<file path="config.mk">
export PLATFORM = sky130hd
export DESIGN_NAME = eth_pattern_engine
export DESIGN_NICKNAME = d
export VERILOG_FILES = /design/src/rtl/eth_pe_pkg.sv /design/src/rtl/eth_pe_gen.sv /design/src/rtl/eth_pe_swap.sv /design/src/rtl/eth_pe_check.sv /design/src/rtl/eth_pe_act.sv /design/src/rtl/eth_pattern_engine.sv
export SDC_FILE = /design/constraint.sdc
export NUM_CORES = 1
export LEC_CHECK = 0
export ABC_AREA = 1
export BUFFER_PORTS_ARGS = -buffer_cell sky130_fd_sc_hd__buf_2
export CORE_MARGIN = 2
export CORE_UTILIZATION = 40
export CTS_CLUSTER_SIZE = 10
export DETAILED_ROUTE_END_ITERATION = 8
export HOLD_SLACK_MARGIN = 0.08
export PLACE_DENSITY_LB_ADDON = 0.1
export SKIP_LAST_GASP = 1
export SLEW_MARGIN = 20
export SYNTH_ARGS = -nofsm -noshare
export SYNTH_HDL_FRONTEND = slang
export SYNTH_SLANG_ARGS = --single-unit
</file>
<file path="constraint.sdc">
create_clock -name clk -period 6.8 [get_ports clk]
set_input_delay 0.68 -clock clk [delete_from_list [all_inputs] [get_ports clk]]
set_output_delay 0.68 -clock clk [all_outputs]
set_load 0.03 [all_outputs]
</file>
<file path="src/rtl/eth_pe_pkg.sv">
// Shared constants and the frame layout function used by the generator
// and the checker. Assumes addresses are 48 bits and the type field 16 bits.
package eth_pe_pkg;
    localparam int unsigned ADDR_BYTES = 6;
    localparam int unsigned HDR_BYTES  = 14;

    // Byte at position idx of a frame with the given header; payload counts up.
    function automatic logic [7:0] frame_byte(input int unsigned idx,
                                              input logic [47:0] da,
                                              input logic [47:0] sa,
                                              input logic [15:0] lt);
        if (idx < ADDR_BYTES)
            return da[8*(ADDR_BYTES-1-idx) +: 8];
        else if (idx < 2*ADDR_BYTES)
            return sa[8*(2*ADDR_BYTES-1-idx) +: 8];
        else if (idx == 2*ADDR_BYTES)
            return lt[15:8];
        else if (idx == 2*ADDR_BYTES+1)
            return lt[7:0];
        return 8'(idx - HDR_BYTES);
    endfunction
endpackage

</file>
<file path="src/rtl/eth_pe_gen.sv">
// Pattern source: emits fixed-format frames back to back while enabled.
// Assumes en changes only while the downstream is idle or in reset.
module eth_pe_gen #(
    parameter int unsigned PAY_LEN  = 18,
    parameter logic [47:0] GEN_DA   = 48'h0211_2233_4455,
    parameter logic [47:0] GEN_SA   = 48'h02AA_BBCC_DDEE,
    parameter logic [15:0] GEN_TYPE = 16'h88B5
) (
    input  logic       clk,
    input  logic       rst_n,
    input  logic       en,
    input  logic       tready,
    output logic       tvalid,
    output logic [7:0] tdata,
    output logic       tlast
);
    import eth_pe_pkg::*;
    localparam int unsigned FRAME_LEN = HDR_BYTES + PAY_LEN;
    localparam int unsigned IW = $clog2(FRAME_LEN);

    logic [IW-1:0] idx;

    // Output byte is a pure function of the position counter.
    always_comb begin
        tvalid = en;
        tdata  = frame_byte(int'(idx), GEN_DA, GEN_SA, GEN_TYPE);
        tlast  = (idx == IW'(FRAME_LEN-1));
    end

    // Advance the position on each accepted byte, wrap at frame end.
    always_ff @(posedge clk) begin
        if (!rst_n || !en)
            idx <= '0;
        else if (tready)
            idx <= tlast ? '0 : idx + 1'b1;
    end
endmodule

</file>
<file path="src/rtl/eth_pe_swap.sv">
// Loopback path: captures the 12 address bytes of each received frame,
// sends them with the two addresses exchanged, then passes the rest through.
// Assumes frames of at least 12 bytes; a shorter frame is discarded.
module eth_pe_swap (
    input  logic       clk,
    input  logic       rst_n,
    input  logic       en,
    input  logic [7:0] rx_tdata,
    input  logic       rx_tvalid,
    input  logic       rx_tlast,
    output logic       rx_tready,
    output logic [7:0] tx_tdata,
    output logic       tx_tvalid,
    output logic       tx_tlast,
    input  logic       tx_tready
);
    typedef enum logic [1:0] {S_FILL, S_HDR, S_PASS} swap_state_t;

    swap_state_t state;
    logic [7:0]  hbuf [12];
    logic [3:0]  cnt;
    logic        hdr_last;
    logic [3:0]  rd_idx;

    // Read order: source address first, then destination address.
    always_comb rd_idx = (cnt < 4'd6) ? cnt + 4'd6 : cnt - 4'd6;

    // Stream steering per phase.
    always_comb begin
        rx_tready = 1'b0;
        tx_tvalid = 1'b0;
        tx_tdata  = 8'h00;
        tx_tlast  = 1'b0;
        case (state)
            S_FILL: rx_tready = en;
            S_HDR: begin
                tx_tvalid = 1'b1;
                tx_tdata  = hbuf[rd_idx];
                tx_tlast  = (cnt == 4'd11) && hdr_last;
            end
            S_PASS: begin
                rx_tready = tx_tready;
                tx_tvalid = rx_tvalid;
                tx_tdata  = rx_tdata;
                tx_tlast  = rx_tlast;
            end
            default: ;
        endcase
    end

    // Phase sequencing and header capture.
    always_ff @(posedge clk) begin
        if (!rst_n || !en) begin
            state    <= S_FILL;
            cnt      <= '0;
            hdr_last <= 1'b0;
        end else begin
            case (state)
                S_FILL: if (rx_tvalid) begin
                    hbuf[cnt] <= rx_tdata;
                    if (cnt == 4'd11) begin
                        state    <= S_HDR;
                        cnt      <= '0;
                        hdr_last <= rx_tlast;
                    end else if (rx_tlast) begin
                        cnt <= '0;
                    end else begin
                        cnt <= cnt + 4'd1;
                    end
                end
                S_HDR: if (tx_tready) begin
                    if (cnt == 4'd11) begin
                        state <= hdr_last ? S_FILL : S_PASS;
                        cnt   <= '0;
                    end else begin
                        cnt <= cnt + 4'd1;
                    end
                end
                S_PASS: if (rx_tvalid && tx_tready && rx_tlast)
                    state <= S_FILL;
                default: state <= S_FILL;
            endcase
        end
    end
endmodule

</file>
<file path="src/rtl/eth_pe_check.sv">
// Receive checker: compares accepted bytes with the expected swapped-header
// pattern, flags length mismatches, keeps a sticky flag and saturating count.
module eth_pe_check #(
    parameter int unsigned PAY_LEN  = 18,
    parameter logic [47:0] GEN_DA   = 48'h0211_2233_4455,
    parameter logic [47:0] GEN_SA   = 48'h02AA_BBCC_DDEE,
    parameter logic [15:0] GEN_TYPE = 16'h88B5,
    parameter int unsigned CNT_W    = 8
) (
    input  logic             clk,
    input  logic             rst_n,
    input  logic             en,
    input  logic             clear,
    input  logic             beat,
    input  logic [7:0]       data,
    input  logic             last,
    output logic             frame_err,
    output logic [CNT_W-1:0] err_count
);
    import eth_pe_pkg::*;
    localparam int unsigned FRAME_LEN = HDR_BYTES + PAY_LEN;
    localparam int unsigned PW = $clog2(FRAME_LEN + 1);
    localparam logic [CNT_W:0] MAXV = {1'b0, {CNT_W{1'b1}}};

    logic [PW-1:0]  pos;
    logic           mism, len_bad;
    logic [1:0]     inc;
    logic [CNT_W:0] sum;

    // Per-beat error detection and saturating sum.
    always_comb begin
        mism    = beat && en && (pos < PW'(FRAME_LEN)) &&
                  (data != frame_byte(int'(pos), GEN_SA, GEN_DA, GEN_TYPE));
        len_bad = beat && en && last && (pos != PW'(FRAME_LEN-1));
        inc     = {1'b0, mism} + {1'b0, len_bad};
        sum     = {1'b0, err_count} + {{(CNT_W-1){1'b0}}, inc};
    end

    // Byte position inside the current frame, held at FRAME_LEN beyond it.
    always_ff @(posedge clk) begin
        if (!rst_n)
            pos <= '0;
        else if (beat)
            pos <= last ? '0 : ((pos < PW'(FRAME_LEN)) ? pos + 1'b1 : pos);
    end

    // Error flag and counter, clear wins.
    always_ff @(posedge clk) begin
        if (!rst_n || clear) begin
            frame_err <= 1'b0;
            err_count <= '0;
        end else begin
            if (mism || len_bad) frame_err <= 1'b1;
            err_count <= (sum > MAXV) ? MAXV[CNT_W-1:0] : sum[CNT_W-1:0];
        end
    end

    a_r5_count_up: assert property (@(posedge clk) disable iff (!rst_n)
        !clear |=> err_count >= $past(err_count));
    a_r8_clear: assert property (@(posedge clk) disable iff (!rst_n)
        clear |=> (err_count == '0) && !frame_err);
    a_r9_no_wrap: assert property (@(posedge clk) disable iff (!rst_n)
        (err_count == MAXV[CNT_W-1:0]) && !clear |=> err_count == MAXV[CNT_W-1:0]);
endmodule

</file>
<file path="src/rtl/eth_pe_act.sv">
// Activity stretcher: holds its output for ACT_HOLD cycles after each pulse.
module eth_pe_act #(
    parameter int unsigned ACT_HOLD = 16
) (
    input  logic clk,
    input  logic rst_n,
    input  logic pulse,
    output logic active
);
    localparam int unsigned AW = $clog2(ACT_HOLD + 1);
    logic [AW-1:0] cnt;

    // Reload on every frame end, count down otherwise.
    always_ff @(posedge clk) begin
        if (!rst_n)
            cnt <= '0;
        else if (pulse)
            cnt <= AW'(ACT_HOLD);
        else if (cnt != '0)
            cnt <= cnt - 1'b1;
    end

    always_comb active = (cnt != '0);

    a_r10_act_on: assert property (@(posedge clk) disable iff (!rst_n)
        pulse |=> active);
endmodule

</file>
<file path="src/rtl/eth_pattern_engine.sv">
// Per-port frame engine: loopback with address swap or pattern source on
// transmit, plus a pattern checker and activity stretcher on receive.
// Assumes gen_en is changed only while rst_n is low.
module eth_pattern_engine #(
    parameter int unsigned PAY_LEN  = 18,
    parameter logic [47:0] GEN_DA   = 48'h0211_2233_4455,
    parameter logic [47:0] GEN_SA   = 48'h02AA_BBCC_DDEE,
    parameter logic [15:0] GEN_TYPE = 16'h88B5,
    parameter int unsigned CNT_W    = 8,
    parameter int unsigned ACT_HOLD = 16
) (
    input  logic             clk,
    input  logic             rst_n,
    input  logic             gen_en,
    input  logic             chk_en,
    input  logic             err_clear,
    input  logic [7:0]       rx_tdata,
    input  logic             rx_tvalid,
    input  logic             rx_tlast,
    output logic             rx_tready,
    output logic [7:0]       tx_tdata,
    output logic             tx_tvalid,
    output logic             tx_tlast,
    input  logic             tx_tready,
    output logic             frame_err,
    output logic [CNT_W-1:0] err_count,
    output logic             activity
);
    logic       g_valid, g_last;
    logic [7:0] g_data;
    logic       s_rx_ready, s_valid, s_last;
    logic [7:0] s_data;
    logic       rx_beat, frame_end;

    eth_pe_gen #(.PAY_LEN(PAY_LEN), .GEN_DA(GEN_DA), .GEN_SA(GEN_SA),
                 .GEN_TYPE(GEN_TYPE)) gen_i (
        .clk(clk), .rst_n(rst_n), .en(gen_en), .tready(tx_tready),
        .tvalid(g_valid), .tdata(g_data), .tlast(g_last));

    eth_pe_swap swap_i (
        .clk(clk), .rst_n(rst_n), .en(!gen_en),
        .rx_tdata(rx_tdata), .rx_tvalid(rx_tvalid), .rx_tlast(rx_tlast),
        .rx_tready(s_rx_ready), .tx_tdata(s_data), .tx_tvalid(s_valid),
        .tx_tlast(s_last), .tx_tready(tx_tready));

    // Transmit source selection and receive readiness per mode.
    always_comb begin
        if (gen_en) begin
            tx_tvalid = g_valid;
            tx_tdata  = g_data;
            tx_tlast  = g_last;
            rx_tready = 1'b1;
        end else begin
            tx_tvalid = s_valid;
            tx_tdata  = s_data;
            tx_tlast  = s_last;
            rx_tready = s_rx_ready;
        end
        rx_beat   = rx_tvalid && rx_tready;
        frame_end = (rx_beat && rx_tlast) || (tx_tvalid && tx_tready && tx_tlast);
    end

    eth_pe_check #(.PAY_LEN(PAY_LEN), .GEN_DA(GEN_DA), .GEN_SA(GEN_SA),
                   .GEN_TYPE(GEN_TYPE), .CNT_W(CNT_W)) check_i (
        .clk(clk), .rst_n(rst_n), .en(chk_en), .clear(err_clear),
        .beat(rx_beat), .data(rx_tdata), .last(rx_tlast),
        .frame_err(frame_err), .err_count(err_count));

    eth_pe_act #(.ACT_HOLD(ACT_HOLD)) act_i (
        .clk(clk), .rst_n(rst_n), .pulse(frame_end), .active(activity));

    a_r11_tx_hold: assert property (@(posedge clk) disable iff (!rst_n)
        tx_tvalid && !tx_tready |=> tx_tvalid && $stable(tx_tdata) && $stable(tx_tlast));
    a_r4_gen_stream: assert property (@(posedge clk) disable iff (!rst_n)
        gen_en |-> tx_tvalid && rx_tready);
endmodule

</file>
==> flow_summary_export.csv, run 1 <==
group,metric,value,unit
outcome,outcome,"completed",
synth,synth.area.top_cells,"edfxtp_1, dfxtp_1, nand2_1",
detailed_routing,ant_nets,0,
synth,async_flop_share,0,
synth,synth_top_area_frac,0.417,
synth,syn_inst,758,
cts,insertion_delay,0.43,ns
synth,synth_area,0.00691,mm²
detailed_routing,wl_per_cell,17.3,µm
critical_path,worstPathRequired,6.12,ns
floorplan,die-width,135,µm
global_routing,grt_start_max_net_pins,52,
pwr,ir_drop,178,µV
critical_path,cp_max_fo,40,
detailed_routing,drt-initial-drc-count,394,
floorplan,ioPinCount,37,
floorplan,dieHeight,135,µm
sta,finClkSkew,0.00846,ns
cts,clock-sinks,128,
flow_run,cap_viol_max_count,0,
critical_path,path_class,"register to output port",
sta,hold_viol_final,0,
cells_and_area,multi_input_area,0.00293,mm²
sta,fin_crit_sh,0.620,
cts,ctsResizeCount,0,
detailed_routing,drc,0,
cts,postCtsSetupBuffers,0,
global_routing,grt_usage,0.207,
min_path,holdPathEnd,"swap_i.hdr_last",
cells_and_area,diodes,0,
cts,htreeDepth,4,
critical_path,cp-start-kind,"register",
sta,max_freq,237,MHz
cells_and_area,fin_area,0.00791,mm²
synth,synth.distinct_cells,54,
synth,yosysSeqAreaShare,0.510,
min_path,hold_start,"swap_i.hdr_last",
placement,dp_hpwl,12.7,mm
cells_and_area,drive_above_1_share,0.138,
global_routing,grt_overflow,0,
floorplan,coreArea,0.0171,mm²
critical_path,regToRegSetupSlack,3.35,ns
sta,period_needed,4.21,ns
cells_and_area,layout_commonest_cell,"nand2_1",
synth,synth_flop_cell,"edfxtp_1",
floorplan,initial_core_util,0.404,
detailed_routing,via_per_inst,5.39,
detailed_routing,route.vias.total,5597,
cells_and_area,regArea,0.00352,mm²
sta,rsz0062_at_grt,"no",
global_routing,grt_pass1_vias,5364,
sta,worst_pin_slew,1.09,ns
cts,clk_pin_slew_worst_paths,0.06,ns
detailed_routing,drt_first_pass_iters,5,
synth,avgSynthCellArea,9.12,µm²
sta,slew_viol_final,0,
cts,cts_buffer_depth,2,
cts,cts-root-buf,"clkbuf_16",
critical_path,cp-end-kind,"output port",
sta,slew_headroom,0.265,
synth,yosysTopAreaCell,"edfxtp_1",
placement,gp_congestion,0.911,
cts,numCtsBuffers,17,
critical_path,r2r_end,"check_i.err_count[1]",
placement,place_area,0.00734,mm²
synth,synth_fp_nets,804,
min_path,hp-class,"register to register",
cells_and_area,layout_common_cells,"nand2_1, edfxtp_1, inv_1, nor2_1, o21ai_0",
floorplan,rows,48,
synth,synth_edf_count,96,
floorplan,fp.dieArea,0.0184,mm²
critical_path,ff2ff_path_depth,23,
critical_path,cp.arrival,3.53,ns
synth,yosys_warnings,0,
critical_path,r2r-start,"check_i.pos[2]",
cells_and_area,fillCellCount,1645,
cells_and_area,area_growth,14.4,%
synth,ys_ff_latch,128,
sta,setup_viol,0,
cts,cts_tree,"built",
placement,io_buffers,36,
cells_and_area,fin_nets,847,
detailed_routing,routed_wl,17.9,mm
global_routing,grt_antenna_before_repair,0,
pwr,power.density,247,mW/mm²
min_path,hold_path_depth,2,
sta,setup_tns,0,ns
global_routing,grt_pass1_wl,28.7,mm
cts,cts_hold_buf,0,
pwr,p_leak,0.00320,µW
-- cell type report --
type,count,share of cell area
clock inverter,14,0.0180
timing repair buffer,48,0.0342
clock buffer,18,0.0543
multi-input combinational,517,0.370
tap,225,0.0356
inverter,89,0.0422
sequential,128,0.445
-- state kept, by name, indices dropped and copies added (netlist names) --
name	flops
swap_i.state	2
swap_i.hbuf	96
check_i.pos	6
swap_i.cnt	4
act_i.cnt	5
gen_i.idx	5
swap_i.hdr_last	1
check_i.err_count	8
check_i.frame_err	1
-- worst max-delay path by stage --
stage	from	to	slack, ns	cells after the start
CTS	swap_i.cnt[1]	tx_tdata[6]	2.62	10
detailed placement	swap_i.cnt[1]	tx_tdata[3]	3.10	8
finish	swap_i.cnt[1]	tx_tdata[6]	2.59	10
floorplan	swap_i.cnt[1]	tx_tdata[2]	3.48	11
global placement	swap_i.cnt[1]	tx_tdata[3]	3.19	8
global route	swap_i.cnt[1]	tx_tdata[2]	2.28	10
-- synth_stat cells (2+ instances only) --
cell type / count
a22o_1: 8
o21ai_0: 51
edfxtp_1: 96
buf_6: 3
o21ai_1: 6
nand2_1: 155
a211oi_1: 6
nand2_4: 4
o221ai_1: 8
inv_2: 7
nor3_1: 21
nand2_2: 6
nand3b_1: 2
ha_1: 29
or2_2: 2
nor4_1: 2
inv_1: 81
a221oi_1: 2
dfxtp_1: 32
xor2_1: 9
nand3_1: 45
xnor2_1: 3
a32o_1: 8
o22ai_1: 6
clkbuf_2: 2
a21oi_1: 50
nand3_2: 3
a31oi_1: 8
nor2_4: 3
nor2_1: 58
nand4_1: 3
buf_2: 8
clkbuf_1: 10
-- worst max-delay path, stage by stage, from the launching register on --
cell	delay [ns]
dfxtp_1	0.70
inv_2	0.46
ha_1	0.46
xnor2_2	0.37
inv_2	0.14
o21ai_0	0.21
o21ai_1	0.12
nor2_1	0.11
a21oi_1	0.05
o21ai_0	0.21
buf_2	0.24
-- metrics by stage --
stage               power [µW]  utilization  instances  hold slack [ns]  setup slack (ns)
floorplan                 1030            -        758            0.444              3.48
global placement          1080        0.429       1007            0.459              3.19
detailed placement        1090        0.429       1007            0.466              3.10
CTS                       1970        0.462       1039            0.475              2.62
global route              2030        0.462       1039            0.504              2.28
finish                    1950        0.462       1039            0.483              2.59
-- report_power, final --
part	leakage (µW)	switching (µW)	internal, µW
clock	0.000267	345	536
sequential	0.00112	13.3	857
combinational	0.00181	134	65.5
total	0.00320	492	1460
-- metal layers --
layer | global-route usage | part of all wire | up-vias | wire, µm
li1 | - | - | 2714 | -
met1 | 0.263 | 0.44 | 2701 | 7930
met2 | 0.345 | 0.49 | 152 | 8730
met3 | 0.0445 | 0.045 | 30 | 807
met4 | 0.0845 | 0.026 | 0 | 464
met5 | 0 | 0 | - | 0
-- cell families (layout without fill, tap and decap cells) --
group	after synthesis	count (layout)	synth area share
AOI/OAI and AO/OA	164	164	0.147
xor gates and xnor gates	13	13	0.0176
adders and majority gates	30	30	0.0554
buffers and inverters	113	169	0.0670
DFF	128	128	0.510
muxes	1	1	0.00145
and+or+nand+nor	309	309	0.202
Note: power is estimated with default switching activity, not from simulation.
==> run 2: changes to the inputs <==
- clock period: 6.8 -> 4.04 ns (I/O delays scaled with it)
==> flow_summary_export.csv, run 2 (synthesis results as in run 1) <==
group,metric,value,unit
critical_path,r2r-start,"check_i.pos[1]",
cells_and_area,drive_above_1_share,0.143,
cts,clk_pin_slew_worst_paths,0.06,ns
sta,slew_viol_final,0,
detailed_routing,routed_wl,18.1,mm
sta,setup_tns,0,ns
critical_path,cp_top_family,"simple AND/OR/NAND/NOR gates",
floorplan,initial_core_util,0.404,
global_routing,grt_usage,0.209,
pwr,power,3350,µW
critical_path,cp_slowest_stage_delay,0.57,ns
cells_and_area,diodes,0,
sta,rsz0062_at_grt,"no",
cells_and_area,largestRegisters,"swap_i.hbuf (96), check_i.err_count (8), check_i.pos (6)",
pwr,ir_drop,322,µV
detailed_routing,wl_per_cell,17.3,µm
critical_path,cp_common_cell,"nand2_1",
cts,cts_buffer_depth,2,
cts,postCtsSetupBuffers,0,
critical_path,ff2ff_path_depth,23,
detailed_routing,drt-initial-drc-count,312,
outcome,outcome,"completed",
flow_run,cap_viol_max_count,0,
sta,max_freq,280,MHz
sta,period_needed,3.57,ns
global_routing,grt_antenna_before_repair,0,
sta,setup_viol,0,
placement,dp_hpwl,12.4,mm
placement,dp_cells,1012,
cts,numCtsBuffers,17,
critical_path,cp-start-kind,"register",
cells_and_area,fin_nets,852,
detailed_routing,via_per_inst,5.28,
cells_and_area,regMostFlops,"swap_i.hbuf",
cells_and_area,instances_no_fill,1044,
min_path,hp-class,"primary input to register",
floorplan,coreArea,0.0171,mm²
cells_and_area,layout_commonest_cell,"nand2_1",
min_path,hold_start,"tx_tready",
global_routing,grt_start_max_net_pins,52,
min_path,holdPathEnd,"gen_i.idx[1]",
critical_path,crit_chain,"ha_1 -> nand2_1 -> inv_1 -> nor2_1 -> nor2_1 -> nand3_1 -> nand3_2 -> nand2_1 -> nand2_1 -> nand2_1 -> nand3b_1 -> nor2_1 -> nand2_1 -> nand2_2 -> inv_1 -> fa_1 -> ha_1 -> nand3_1 -> nor3b_1 -> nand2_1 -> inv_1 -> nand2_1 -> a21oi_1",
sta,slew_headroom,0.332,
min_path,hold_path_depth,2,
critical_path,r2r_end,"check_i.err_count[0]",
floorplan,fp.dieArea,0.0184,mm²
critical_path,cp_max_fo,9,
critical_path,cp.arrival,3.87,ns
sta,hold_viol_final,0,
critical_path,path_class,"register to register",
cts,cts_hold_buf,0,
critical_path,worstPathRequired,4.34,ns
cts,htreeDepth,4,
cells_and_area,layout_common_cells,"nand2_1, edfxtp_1, inv_1, nor2_1, o21ai_0",
cells_and_area,final_core_util,0.466,
detailed_routing,ant_nets,0,
cts,cts-root-buf,"clkbuf_16",
cells_and_area,largest_reg_flops,96,
critical_path,worst-path-buf-inv,3,
critical_path,slowest_stage,"dfxtp_1",
cts,ctsResizeCount,0,
cells_and_area,area_growth,15.5,%
detailed_routing,route.vias.total,5511,
floorplan,dieHeight,135,µm
pwr,p_leak,0.00325,µW
global_routing,grt_overflow,0,
cts,clock-sinks,128,
sta,finClkSkew,0.00916,ns
cts,cts_tree,"built",
sta,worst_pin_slew,0.999,ns
sta,whs,0.299,ns
pwr,power.density,420,mW/mm²
detailed_routing,drc,0,
sta,fin_crit_sh,0.884,
floorplan,ioPinCount,37,
critical_path,regToRegSetupSlack,0.47,ns
floorplan,die-width,135,µm
cts,insertion_delay,0.42,ns
global_routing,grt_pass1_wl,29.1,mm
floorplan,rows,48,
placement,gp_congestion,0.919,
critical_path,cp-end-kind,"register",
detailed_routing,drt_first_pass_iters,5,
global_routing,grt_pass1_vias,5457,
placement,io_buffers,36,
-- run 2: changes by cell type in the layout (fill, tap and decap cells not counted), sizes merged --
cell      previous run  this run
buf                 48        53
bufinv               2         3
clkbuf              18        19
clkinvlp             4         2
-- run 2: how the worst max path moves through the flow --
stage                        start              endpoint  slack [ns]  cells past startpoint
global placement    check_i.pos[1]  check_i.err_count[5]        0.51                     23
CTS                 check_i.pos[1]  check_i.err_count[0]        0.51                     23
finish              check_i.pos[1]  check_i.err_count[0]        0.47                     23
detailed placement  check_i.pos[1]  check_i.err_count[0]        0.52                     23
global route        check_i.pos[1]  check_i.err_count[2]        0.11                     23
floorplan            swap_i.cnt[1]           tx_tdata[2]        0.99                     11
-- run 2: per-layer routing --
layer,GRT usage,part of all wire,routed length [µm],vias up
li1,-,-,-,2728
met2,0.351,0.49,8770,110
met4,0.0613,0.015,271,0
met3,0.0453,0.037,672,16
met1,0.272,0.46,8340,2657
met5,0,0,0,-
-- run 2: report_power, final --
| group | switching [µW] | total [µW] | internal (µW) |
|---|---|---|---|
| Combinational | 227 | 340 | 113 |
| Sequential | 22.1 | 1460 | 1440 |
| Clock | 578 | 1550 | 970 |
| Total | 827 | 3350 | 2530 |
-- run 2: through the flow --
| stage | setup slack [ns] | area (µm²) |
|---|---|---|
| floorplan | 0.991 | 6910 |
| global placement | 0.513 | 7390 |
| detailed placement | 0.523 | 7390 |
| CTS | 0.511 | 7980 |
| global route | 0.105 | 7980 |
| finish | 0.469 | 7980 |
-- run 2: final cells by class --
cell class                 count  area (µm²)
clock inverter                13         163
fill                        1669        9130
inverter                      89         334
clock buffer                  19         433
timing repair buffer          53         320
tap                          225         282
sequential                   128        3520
multi-input combinational    517        2930
==> run 3: changes to the inputs <==
- ABC_AREA: 1 -> 0
- clock period: 4.04 -> 4.6 ns (I/O delays scaled with it)
==> flow_summary_export.csv, run 3 <==
group,metric,value,unit
global_routing,grt_overflow,0,
pwr,pwr-share-seq,0.453,
min_path,hold_start,"err_clear",
synth,yosysTopAreaCell,"edfxtp_1",
global_routing,grt_pass1_vias,4577,
detailed_routing,wl_per_cell,18.9,µm
cells_and_area,layout_common_cells,"edfxtp_1, nor2_1, a21oi_1, nand2_1, buf_2",
sta,worst_pin_slew,0.885,ns
sta,setup_tns,0,ns
synth,ys_ff_latch,128,
critical_path,cp-start-kind,"register",
floorplan,rows,47,
floorplan,fp.dieArea,0.0182,mm²
cts,cts_buffer_depth,2,
synth,synth_flop_cell,"edfxtp_1",
pwr,p_clk_frac,0.456,
sta,slew_viol_final,0,
synth,yosysSeqAreaShare,0.514,
outcome,outcome,"completed",
cts,insertion_delay,0.42,ns
global_routing,grt_usage,0.185,
sta,hold_viol_final,0,
detailed_routing,routed_wl,16.1,mm
cells_and_area,fin_nets,665,
detailed_routing,route.vias.total,4745,
critical_path,critPathLaunch,"check_i.pos[3]",
cells_and_area,layout_commonest_cell,"edfxtp_1",
sta,whs,0.305,ns
cts,cts_hold_buf,0,
detailed_routing,drc,0,
floorplan,die-width,135,µm
cts,clock-sinks,128,
floorplan,ioPinCount,37,
cts,cts-root-buf,"clkbuf_16",
global_routing,grt_pass1_wl,25.3,mm
synth,synth_edf_count,96,
pwr,ir_drop,342,µV
critical_path,cp_max_fo,13,
sta,rsz0062_at_grt,"no",
placement,gp_congestion,0.843,
pwr,p_switching,688,µW
cts,clk_pin_slew_worst_paths,0.06,ns
cells_and_area,regMostFlops,"swap_i.hbuf",
sta,max_freq,250,MHz
placement,post-place-ws,0.639,ns
global_routing,grt_antenna_before_repair,0,
sta,setup_slack,0.607,ns
floorplan,dieHeight,135,µm
min_path,hp-class,"primary input to register",
critical_path,cp.arrival,4.28,ns
synth,synth_fp_nets,634,
placement,dp_hpwl,11.1,mm
pwr,p_leak,0.00278,µW
flow_run,cap_viol_max_count,0,
pwr,power.density,368,mW/mm²
detailed_routing,ant_nets,0,
critical_path,r2r-start,"check_i.pos[3]",
cts,htreeDepth,4,
sta,finClkSkew,0.0116,ns
cells_and_area,largest_reg_flops,96,
cells_and_area,drive_above_1_share,0.184,
synth,yosys-top-cells-count,"edfxtp_1, nor2_1, a21oi_1, nand2_1, dfxtp_1",
cts,ctsResizeCount,0,
sta,period_needed,3.99,ns
sta,slew_headroom,0.410,
cts,cts_tree,"built",
cells_and_area,largestRegisters,"swap_i.hbuf (96), check_i.err_count (8), check_i.pos (6)",
floorplan,initial_core_util,0.412,
floorplan,coreArea,0.0166,mm²
detailed_routing,via_per_inst,5.58,
pwr,switching_share,0.241,
cells_and_area,diodes,0,
synth,syn_inst,588,
placement,io_buffers,36,
critical_path,path_class,"register to register",
cells_and_area,area_growth,13.2,%
sta,fin_crit_sh,0.868,
detailed_routing,drt_first_pass_iters,4,
synth,async_flop_share,0,
synth,synth.area.top_cells,"edfxtp_1, dfxtp_1, mux4_2",
cts,numCtsBuffers,17,
synth,synthMostInstantiatedCell,"edfxtp_1",
sta,setup_viol,0,
synth,synth_area,0.00685,mm²
global_routing,grt_start_max_net_pins,27,
critical_path,worstPathRequired,4.89,ns
synth,avgSynthCellArea,11.7,µm²
detailed_routing,drt-initial-drc-count,295,
synth,synth_top_area_frac,0.421,
synth,synth.distinct_cells,86,
pwr,power_frac_comb,0.091,
synth,yosys_warnings,0,
pwr,intPower,2170,µW
cts,postCtsSetupBuffers,0,
critical_path,cp-end-kind,"register",
-- run 3: worst paths after layout --
path / to / slack (ns) / cells after the start
worst max-delay path: check_i.err_count[5] / 0.61 / 13
worst min-delay path: check_i.frame_err / 0.30 / 3
worst max register to register: check_i.err_count[5] / 0.61 / 13
worst min register to register: swap_i.state[1] / 0.47 / 2
-- run 3: power groups by stage --
stage               Combinational [µW]  Sequential [µW]  Clock, µW
global route                       291             1300       1380
CTS                                262             1290       1330
global placement                   256             1310          0
detailed placement                 261             1320          0
floorplan                          194             1310          0
finish                             260             1290       1300
-- run 3: final cells by class --
class | instances | area [µm²]
clock buffer | 19 | 433
clock inverter | 12 | 138
fill | 1534 | 8890
inverter | 27 | 101
multi-input combinational | 404 | 3060
sequential | 128 | 3520
tap | 220 | 275
timing repair buffer | 41 | 218
-- run 3: critical path, stage by stage (launching register included) --
cell and delay [ns]:
dfxtp_1 0.58, inv_1 0.15, ha_1 0.32, or3b_1 0.35, or4_1 0.43, o211ai_2 0.09
mux2i_1 0.20, o2111ai_1 0.13, o31a_1 0.35, fa_1 0.45, ha_1 0.25, and4_1 0.24
nand4_1 0.22, a21oi_1 0.11
-- run 3: kinds of logic (layout without fill, tap and decap cells) --
family,after synthesis,count (layout),share of synthesized area
buffers and inverters,56,99,0.0387
multiplexers,36,36,0.0968
AO/OA/AOI/OAI,128,128,0.127
flip-flops,128,128,0.514
AND/OR/NAND/NOR,198,198,0.149
adder cells (fa/ha/maj),30,30,0.0559
XOR/XNOR,12,12,0.0175
-- run 3: per-stage QoR --
step | utilization | total power, µW | instance area [µm²] | instances
global route | 0.466 | 2960 | 7750 | 851
detailed placement | 0.431 | 1580 | 7180 | 820
floorplan | - | 1500 | 6850 | 588
global placement | 0.431 | 1570 | 7180 | 820
finish | 0.466 | 2850 | 7750 | 851
CTS | 0.466 | 2880 | 7750 | 851
-- run 3: metal layers --
metal,global-route usage,share of wire,up-vias
met5,0,0,-
met4,0.0556,0.012,0
met3,0.0390,0.039,17
met2,0.290,0.46,99
met1,0.259,0.48,2352
li1,-,-,2277
